## src/rtl/hba_pkg.sv

```systemverilog
// Package: shared constants and types for the banked test-register window.
// Assumes a 16-bit management data path and 5-bit direct addressing.
package hba_pkg;
    localparam int DATA_W      = 16;
    localparam int DADDR_W     = 5;
    localparam int BANK_SEL_W  = 2;
    localparam int REG_ADDR_W  = 5;
    localparam int NUM_BANKS   = 1 << BANK_SEL_W;
    localparam int BANK_DEPTH  = 1 << REG_ADDR_W;

    // Direct addresses of the access window
    localparam logic [DADDR_W-1:0] A_CTL   = 5'd20;
    localparam logic [DADDR_W-1:0] A_RDWIN = 5'd21;
    localparam logic [DADDR_W-1:0] A_WRWIN = 5'd23;

    // Control word as seen by the decoder, most significant field first
    typedef struct packed {
        logic                  rd_go;
        logic                  wr_go;
        logic                  rsvd;
        logic [BANK_SEL_W-1:0] bank;
        logic                  tmode;
        logic [REG_ADDR_W-1:0] rd_reg;
        logic [REG_ADDR_W-1:0] wr_reg;
    } ctl_word_t;

    localparam logic [DATA_W-1:0] TMODE_ONLY = 16'h0400;

    // Progress through the unlock pattern
    typedef enum logic [2:0] {
        UL_IDLE  = 3'd0,
        UL_Z1    = 3'd1,
        UL_T1    = 3'd2,
        UL_Z2    = 3'd3,
        UL_OPEN  = 3'd4
    } unlock_st_t;
endpackage

```

## src/rtl/hba_unlock_fsm.sv

```systemverilog
// Module: hba_unlock_fsm
// Follows control-register writes and decides when the hidden banks are open.
// Assumes ctl_wr pulses for one cycle per control write; ctl_data is valid with it.
module hba_unlock_fsm
    import hba_pkg::*;
(
    input  logic              clk,
    input  logic              rst_n,
    input  logic              ctl_wr,
    input  logic [DATA_W-1:0] ctl_data,
    output logic              unlocked
);
    unlock_st_t st_q, st_d;
    logic       is_zero, is_tm_only;

    // Classify the written word
    always_comb begin
        is_zero    = (ctl_data == '0);
        is_tm_only = (ctl_data == TMODE_ONLY);
    end

    // Next-state logic for the unlock pattern
    always_comb begin
        st_d = st_q;
        if (ctl_wr) begin
            if (st_q == UL_OPEN) begin
                if (!ctl_data[10])
                    st_d = is_zero ? UL_Z1 : UL_IDLE;
            end else if (is_zero) begin
                st_d = (st_q == UL_T1) ? UL_Z2 : UL_Z1;
            end else if (is_tm_only) begin
                case (st_q)
                    UL_Z1:   st_d = UL_T1;
                    UL_Z2:   st_d = UL_OPEN;
                    default: st_d = UL_IDLE;
                endcase
            end else begin
                st_d = UL_IDLE;
            end
        end
    end

    // State register
    always_ff @(posedge clk) begin
        if (!rst_n) st_q <= UL_IDLE;
        else        st_q <= st_d;
    end

    assign unlocked = (st_q == UL_OPEN);
endmodule

```

## src/rtl/hba_ctl_decode.sv

```systemverilog
// Module: hba_ctl_decode
// Splits a control write into qualified bank read and write requests.
// Assumes `unlocked` is the state before this write's clock edge.
module hba_ctl_decode
    import hba_pkg::*;
(
    input  logic                  ctl_wr,
    input  logic [DATA_W-1:0]     ctl_data,
    input  logic                  unlocked,
    output logic                  rd_req,
    output logic                  wr_req,
    output logic [BANK_SEL_W-1:0] bank,
    output logic [REG_ADDR_W-1:0] rd_reg,
    output logic [REG_ADDR_W-1:0] wr_reg
);
    ctl_word_t w;
    logic      go_ok;
    logic      unused_rsvd;

    // Field extraction and qualification by lock state and test mode
    always_comb begin
        w           = ctl_word_t'(ctl_data);
        go_ok       = ctl_wr && unlocked && w.tmode;
        rd_req      = go_ok && w.rd_go;
        wr_req      = go_ok && w.wr_go;
        bank        = w.bank;
        rd_reg      = w.rd_reg;
        wr_reg      = w.wr_reg;
        unused_rsvd = w.rsvd;
    end
endmodule

```

## src/rtl/hba_reg_bank.sv

```systemverilog
// Module: hba_reg_bank
// One hidden bank: DEPTH registers, one synchronous write port and one
// combinational read port. Assumes wr_en is already qualified.
module hba_reg_bank #(
    parameter int WIDTH  = 16,
    parameter int DEPTH  = 32,
    localparam int AW    = $clog2(DEPTH)
) (
    input  logic             clk,
    input  logic             rst_n,
    input  logic             wr_en,
    input  logic [AW-1:0]    wr_addr,
    input  logic [WIDTH-1:0] wr_data,
    input  logic [AW-1:0]    rd_addr,
    output logic [WIDTH-1:0] rd_data
);
    logic [WIDTH-1:0] mem_q [DEPTH];

    // Storage with reset to zero
    always_ff @(posedge clk) begin
        if (!rst_n) begin
            for (int i = 0; i < DEPTH; i++) mem_q[i] <= '0;
        end else if (wr_en) begin
            mem_q[wr_addr] <= wr_data;
        end
    end

    // Combinational read
    assign rd_data = mem_q[rd_addr];
endmodule

```

## src/rtl/hba_test_window.sv

```systemverilog
// Module: hba_test_window (top)
// Direct register window (control, read data, write data) in front of
// banked test registers. BANK_PRESENT marks which bank slots hold storage;
// an empty slot reads 0 and drops writes. Assumes a single-cycle register
// port with combinational read data.
module hba_test_window
    import hba_pkg::*;
#(
    parameter logic [NUM_BANKS-1:0] BANK_PRESENT = 4'b1011
) (
    input  logic               clk,
    input  logic               rst_n,
    input  logic               reg_wr,
    input  logic [DADDR_W-1:0] reg_addr,
    input  logic [DATA_W-1:0]  reg_wdata,
    output logic [DATA_W-1:0]  reg_rdata
);
    logic                  ctl_wr;
    logic [DATA_W-1:0]     ctl_q;
    logic [DATA_W-1:0]     rd_win;
    logic [DATA_W-1:0]     wr_win;
    logic                  unlocked;
    logic                  rd_req, wr_req;
    logic [BANK_SEL_W-1:0] bank;
    logic [REG_ADDR_W-1:0] rd_reg, wr_reg;
    logic [NUM_BANKS-1:0]  bank_we;
    logic [DATA_W-1:0]     bank_rdata [NUM_BANKS];

    assign ctl_wr = reg_wr && (reg_addr == A_CTL);

    hba_unlock_fsm u_unlock (
        .clk      (clk),
        .rst_n    (rst_n),
        .ctl_wr   (ctl_wr),
        .ctl_data (reg_wdata),
        .unlocked (unlocked)
    );

    hba_ctl_decode u_decode (
        .ctl_wr   (ctl_wr),
        .ctl_data (reg_wdata),
        .unlocked (unlocked),
        .rd_req   (rd_req),
        .wr_req   (wr_req),
        .bank     (bank),
        .rd_reg   (rd_reg),
        .wr_reg   (wr_reg)
    );

    // One bank instance per populated slot, constant zero otherwise
    for (genvar b = 0; b < NUM_BANKS; b++) begin : g_bank
        if (BANK_PRESENT[b]) begin : g_fill
            assign bank_we[b] = wr_req && (bank == BANK_SEL_W'(b));
            hba_reg_bank #(
                .WIDTH (DATA_W),
                .DEPTH (BANK_DEPTH)
            ) u_bank (
                .clk     (clk),
                .rst_n   (rst_n),
                .wr_en   (bank_we[b]),
                .wr_addr (wr_reg),
                .wr_data (wr_win),
                .rd_addr (rd_reg),
                .rd_data (bank_rdata[b])
            );
        end else begin : g_empty
            assign bank_we[b]    = 1'b0;
            assign bank_rdata[b] = '0;
        end
    end

    // Control register shadow for read-back
    always_ff @(posedge clk) begin
        if (!rst_n)      ctl_q <= '0;
        else if (ctl_wr) ctl_q <= reg_wdata;
    end

    // Write-data window
    always_ff @(posedge clk) begin
        if (!rst_n)                             wr_win <= '0;
        else if (reg_wr && reg_addr == A_WRWIN) wr_win <= reg_wdata;
    end

    // Read-data window, loaded by a qualified read strobe
    always_ff @(posedge clk) begin
        if (!rst_n)      rd_win <= '0;
        else if (rd_req) rd_win <= bank_rdata[bank];
    end

    // Direct read mux
    always_comb begin
        case (reg_addr)
            A_CTL:   reg_rdata = ctl_q;
            A_RDWIN: reg_rdata = rd_win;
            A_WRWIN: reg_rdata = wr_win;
            default: reg_rdata = '0;
        endcase
    end
endmodule

```

## config.mk

```make
export PLATFORM = sky130hd
export DESIGN_NAME = hba_test_window
export DESIGN_NICKNAME = d
export VERILOG_FILES = /design/src/rtl/hba_pkg.sv /design/src/rtl/hba_unlock_fsm.sv /design/src/rtl/hba_ctl_decode.sv /design/src/rtl/hba_reg_bank.sv /design/src/rtl/hba_test_window.sv
export SDC_FILE = /design/constraint.sdc
export NUM_CORES = 2
export LEC_CHECK = 0
export BUFFER_PORTS_ARGS = -buffer_cell sky130_fd_sc_hd__clkbuf_2
export CORE_ASPECT_RATIO = 0.7
export CORE_MARGIN = 10
export CORE_UTILIZATION = 35
export CTS_BUF_LIST = sky130_fd_sc_hd__clkbuf_8
export DETAILED_ROUTE_END_ITERATION = 8
export GPL_ROUTABILITY_DRIVEN = 1
export PLACE_DENSITY_LB_ADDON = 0.2
export SYNTH_ARGS = -nofsm -noshare
export SYNTH_HDL_FRONTEND = slang
export SYNTH_SLANG_ARGS = --single-unit
```

## constraint.sdc

```tcl
create_clock -name clk -period 4.5 [get_ports clk]
set_input_delay 0.225 -clock clk [delete_from_list [all_inputs] [get_ports clk]]
set_output_delay 0.225 -clock clk [all_outputs]
set_load 0.005 [all_outputs]
```

==> flow_summary.yaml <==
sta:
  rsz0062_at_grt: "no"
  maxSlewHeadroom: 0.146
  tns_ns: 0
  drv_slew: 0
  fin_crit_ns: 3.28
  hold_violations: 0
  finalCritPeriodShare: 0.729
  final.setup_skew_ns: 0.0552
  setup_viol: 0
  worst_pin_slew_ns: 1.28
  max_freq_mhz: 305
logic_synthesis:
  async_flop_share: 0
  ys.flop_type: "edfxtp_1"
  synth_cell_types: 60
  ys_ff_latch: 1587
  syn_nets: 4917
  syn_area_um2: 72800
  synthCells: 4893
  ys_warn_count: 0
  synth-edff-count: 1536
  synth_area_per_cell_um2: 14.9
  yosysSeqAreaShare: 0.648
global_routing:
  overflow: 0
  grt_antenna_before_repair: 11
  first_global_vias: 42000
  track_usage: 0.206
  grt_pass1_wl_um: 337000
  grt_max_degree: 148
critical_path:
  arrival_ns: 4.12
  startpoint_type: "flop"
  endpoint_kind: "flop"
  cp_max_fo: 41
  r2r.worst_path.cells: 7
  worst_ep_required_time_ns: 5.34
  crit_type: "reg2reg"
placement:
  dpl-instance-area_um2: 76900
  gp_congestion: 0.910
  io_buffers: 39
  hpwl_um: 152000
detailed_routing:
  wl_um: 240000
  ant_nets: 0
  wl_per_cell_um: 30.1
  viasPerCell: 5.38
  drtPass1Iterations: 5
  route.detailed.drc: 0
  drtIter0Drc: 5465
  num_vias: 42800
layout:
  final_cell_mix: "and2_1 (1543), edfxtp_1 (1536), mux4_2 (351), clkbuf_8 (254), buf_4 (251)"
  fin_nets: 5036
  layout_commonest_cell: "and2_1"
  nFillCells: 19000
  multi_input_area_um2: 23900
  regArea_um2: 47200
  area_growth_pct: 11.9
  drive_gt1_frac: 0.219
  fin_area_um2: 81400
cts:
  cts.sinks: 1587
  cts_hold_buffers: 22
  cts_root_buf: "clkbuf_8"
  clk_latency_ns: 0.98
  cts_tree: "built"
  ctsHtreeMaxLevel: 4
  cts_setup_buffers: 0
  cts-buffers-inserted: 246
  clock_tree.buffer_depth: 4
  clk_pin_slew_ns: 0.07
  ctsResizeCount: 0
power:
  p_per_area_nw_per_um2: 376
  total_power_mw: 30.6
  ir_worst_vdd_uv: 203
  leakage_nw: 27.7
worst_hold_path:
  hold-path-cell-count: 5
  hold_path.class: "in2reg"
die:
  die_w_um: 565
  rows: 139
  start_util: 0.353
  io_pins: 40
  die_area_um2: 227000
  fp.coreArea_um2: 206000
  die_y_um: 402
flow_run:
  drv_cap: 0
run_status:
  status: "finished, final reports clean"
path summary, 6_finish.rpt:
check                                                    from                                                 end  slack, ns
worst max-delay path            u_unlock.st_q[0]$_SDFFE_PN0P_  g_bank[3].g_fill.u_bank.mem_q[9][13]$_SDFFCE_PN0P_       1.22
worst min-delay path                              reg_addr[0]                               ctl_q[1]$_SDFFE_PN0P_       0.10
worst max register to register  u_unlock.st_q[0]$_SDFFE_PN0P_  g_bank[3].g_fill.u_bank.mem_q[9][13]$_SDFFCE_PN0P_       1.22
worst min register to register          ctl_q[7]$_SDFFE_PN0P_                               ctl_q[7]$_SDFFE_PN0P_       0.48
critical path, stage by stage, from the launching register on:
cell     delay, ns
dfxtp_1       0.36
nor3b_2       0.22
nand2_1       0.18
nor3_4        0.47
nand2_4       0.56
buf_4         0.39
nor2_2        0.72
and2_1        0.23
state kept, by name, indices dropped and copies added, names as in the netlist:
| register | count |
|---|---|
| ctl_q | 16 |
| g_bank.g_fill.u_bank.mem_q | 1536 |
| rd_win | 16 |
| u_unlock.st_q | 3 |
| wr_win | 16 |
through the flow:
step | hold slack [ns] | setup slack [ns] | utilization | cells
3_5_place_dp | 0.461 | 0.897 | 0.374 | 7491
2_1_floorplan | 0.370 | 1.42 | - | 4893
3_3_place_gp | 0.453 | 0.734 | 0.374 | 7490
5_1_grt | 0.109 | 1.07 | 0.395 | 7943
4_1_cts | 0.0534 | 1.27 | 0.395 | 7942
6_report | 0.103 | 1.22 | 0.395 | 7953
layout make-up:
cell class,instances,share of cell area
inverters,3,0.000169
flip-flops and latches,1587,0.580
multi-input cells,2850,0.294
clock inverters,175,0.00914
diodes,11,0.000338
clock buffers,254,0.0429
well taps,2749,0.0422
repair buffers,324,0.0318
cells in the mapped netlist, types with 4 or more instances:
cell       instances  share of area
a22oi_1           69         0.0071
a21oi_1           39         0.0027
nand2_2            4        0.00034
buf_1             13        0.00067
o221ai_1           6        0.00072
o21ai_0          147          0.010
a22o_1            10         0.0012
and2_1          1543           0.13
o22ai_1            9        0.00077
mux2i_1          144          0.020
nand4_1            6        0.00052
buf_2             62         0.0043
edfxtp_1        1536           0.63
a31oi_1           31         0.0027
dfxtp_1           51          0.014
a221oi_1          17         0.0020
mux4_2           351           0.11
nor3_1             6        0.00041
clkbuf_1         330          0.017
nor2_1            35         0.0018
a21boi_0          34         0.0035
buf_4             34         0.0035
nand2_1          198          0.010
nor2b_1           17         0.0015
a311oi_1           7        0.00084
buf_6             13         0.0020
nand3_1           27         0.0019
nand2b_1           6        0.00052
nor3b_1            4        0.00041
mux2_2             8         0.0012
o2111ai_1          5        0.00060
nor2_2            81         0.0070
a211oi_1           8        0.00083
power breakdown:
part / internal [mW] / switching, mW / total (mW)
Sequential: 16.8 / 0.215 / 17.1
Combinational: 0.850 / 1.53 / 2.38
Clock: 5.24 / 5.96 / 11.2
Total: 22.9 / 7.71 / 30.6
kinds of logic (layout without fill, tap and decap cells):
kind of cell / Yosys count / count (layout) / share of synthesized area
mux: 503 / 503 / 0.130
flops: 1587 / 1587 / 0.648
simple gates: 1944 / 1944 / 0.159
other cells: 0 / 11 / 0
buf+inv: 456 / 756 / 0.0279
compound gates: 403 / 403 / 0.0357
routing by layer:
metal	share of wire	global-route usage	up-vias	wire length, µm
met1	0.46	0.316	22300	111000
met3	0.094	0.0558	364	22600
met5	0	0	-	0
met4	0.027	0.0532	0	6480
li1	-	-	18200	-
met2	0.41	0.284	1851	99200
Note: power is estimated with default switching activity, not from simulation.
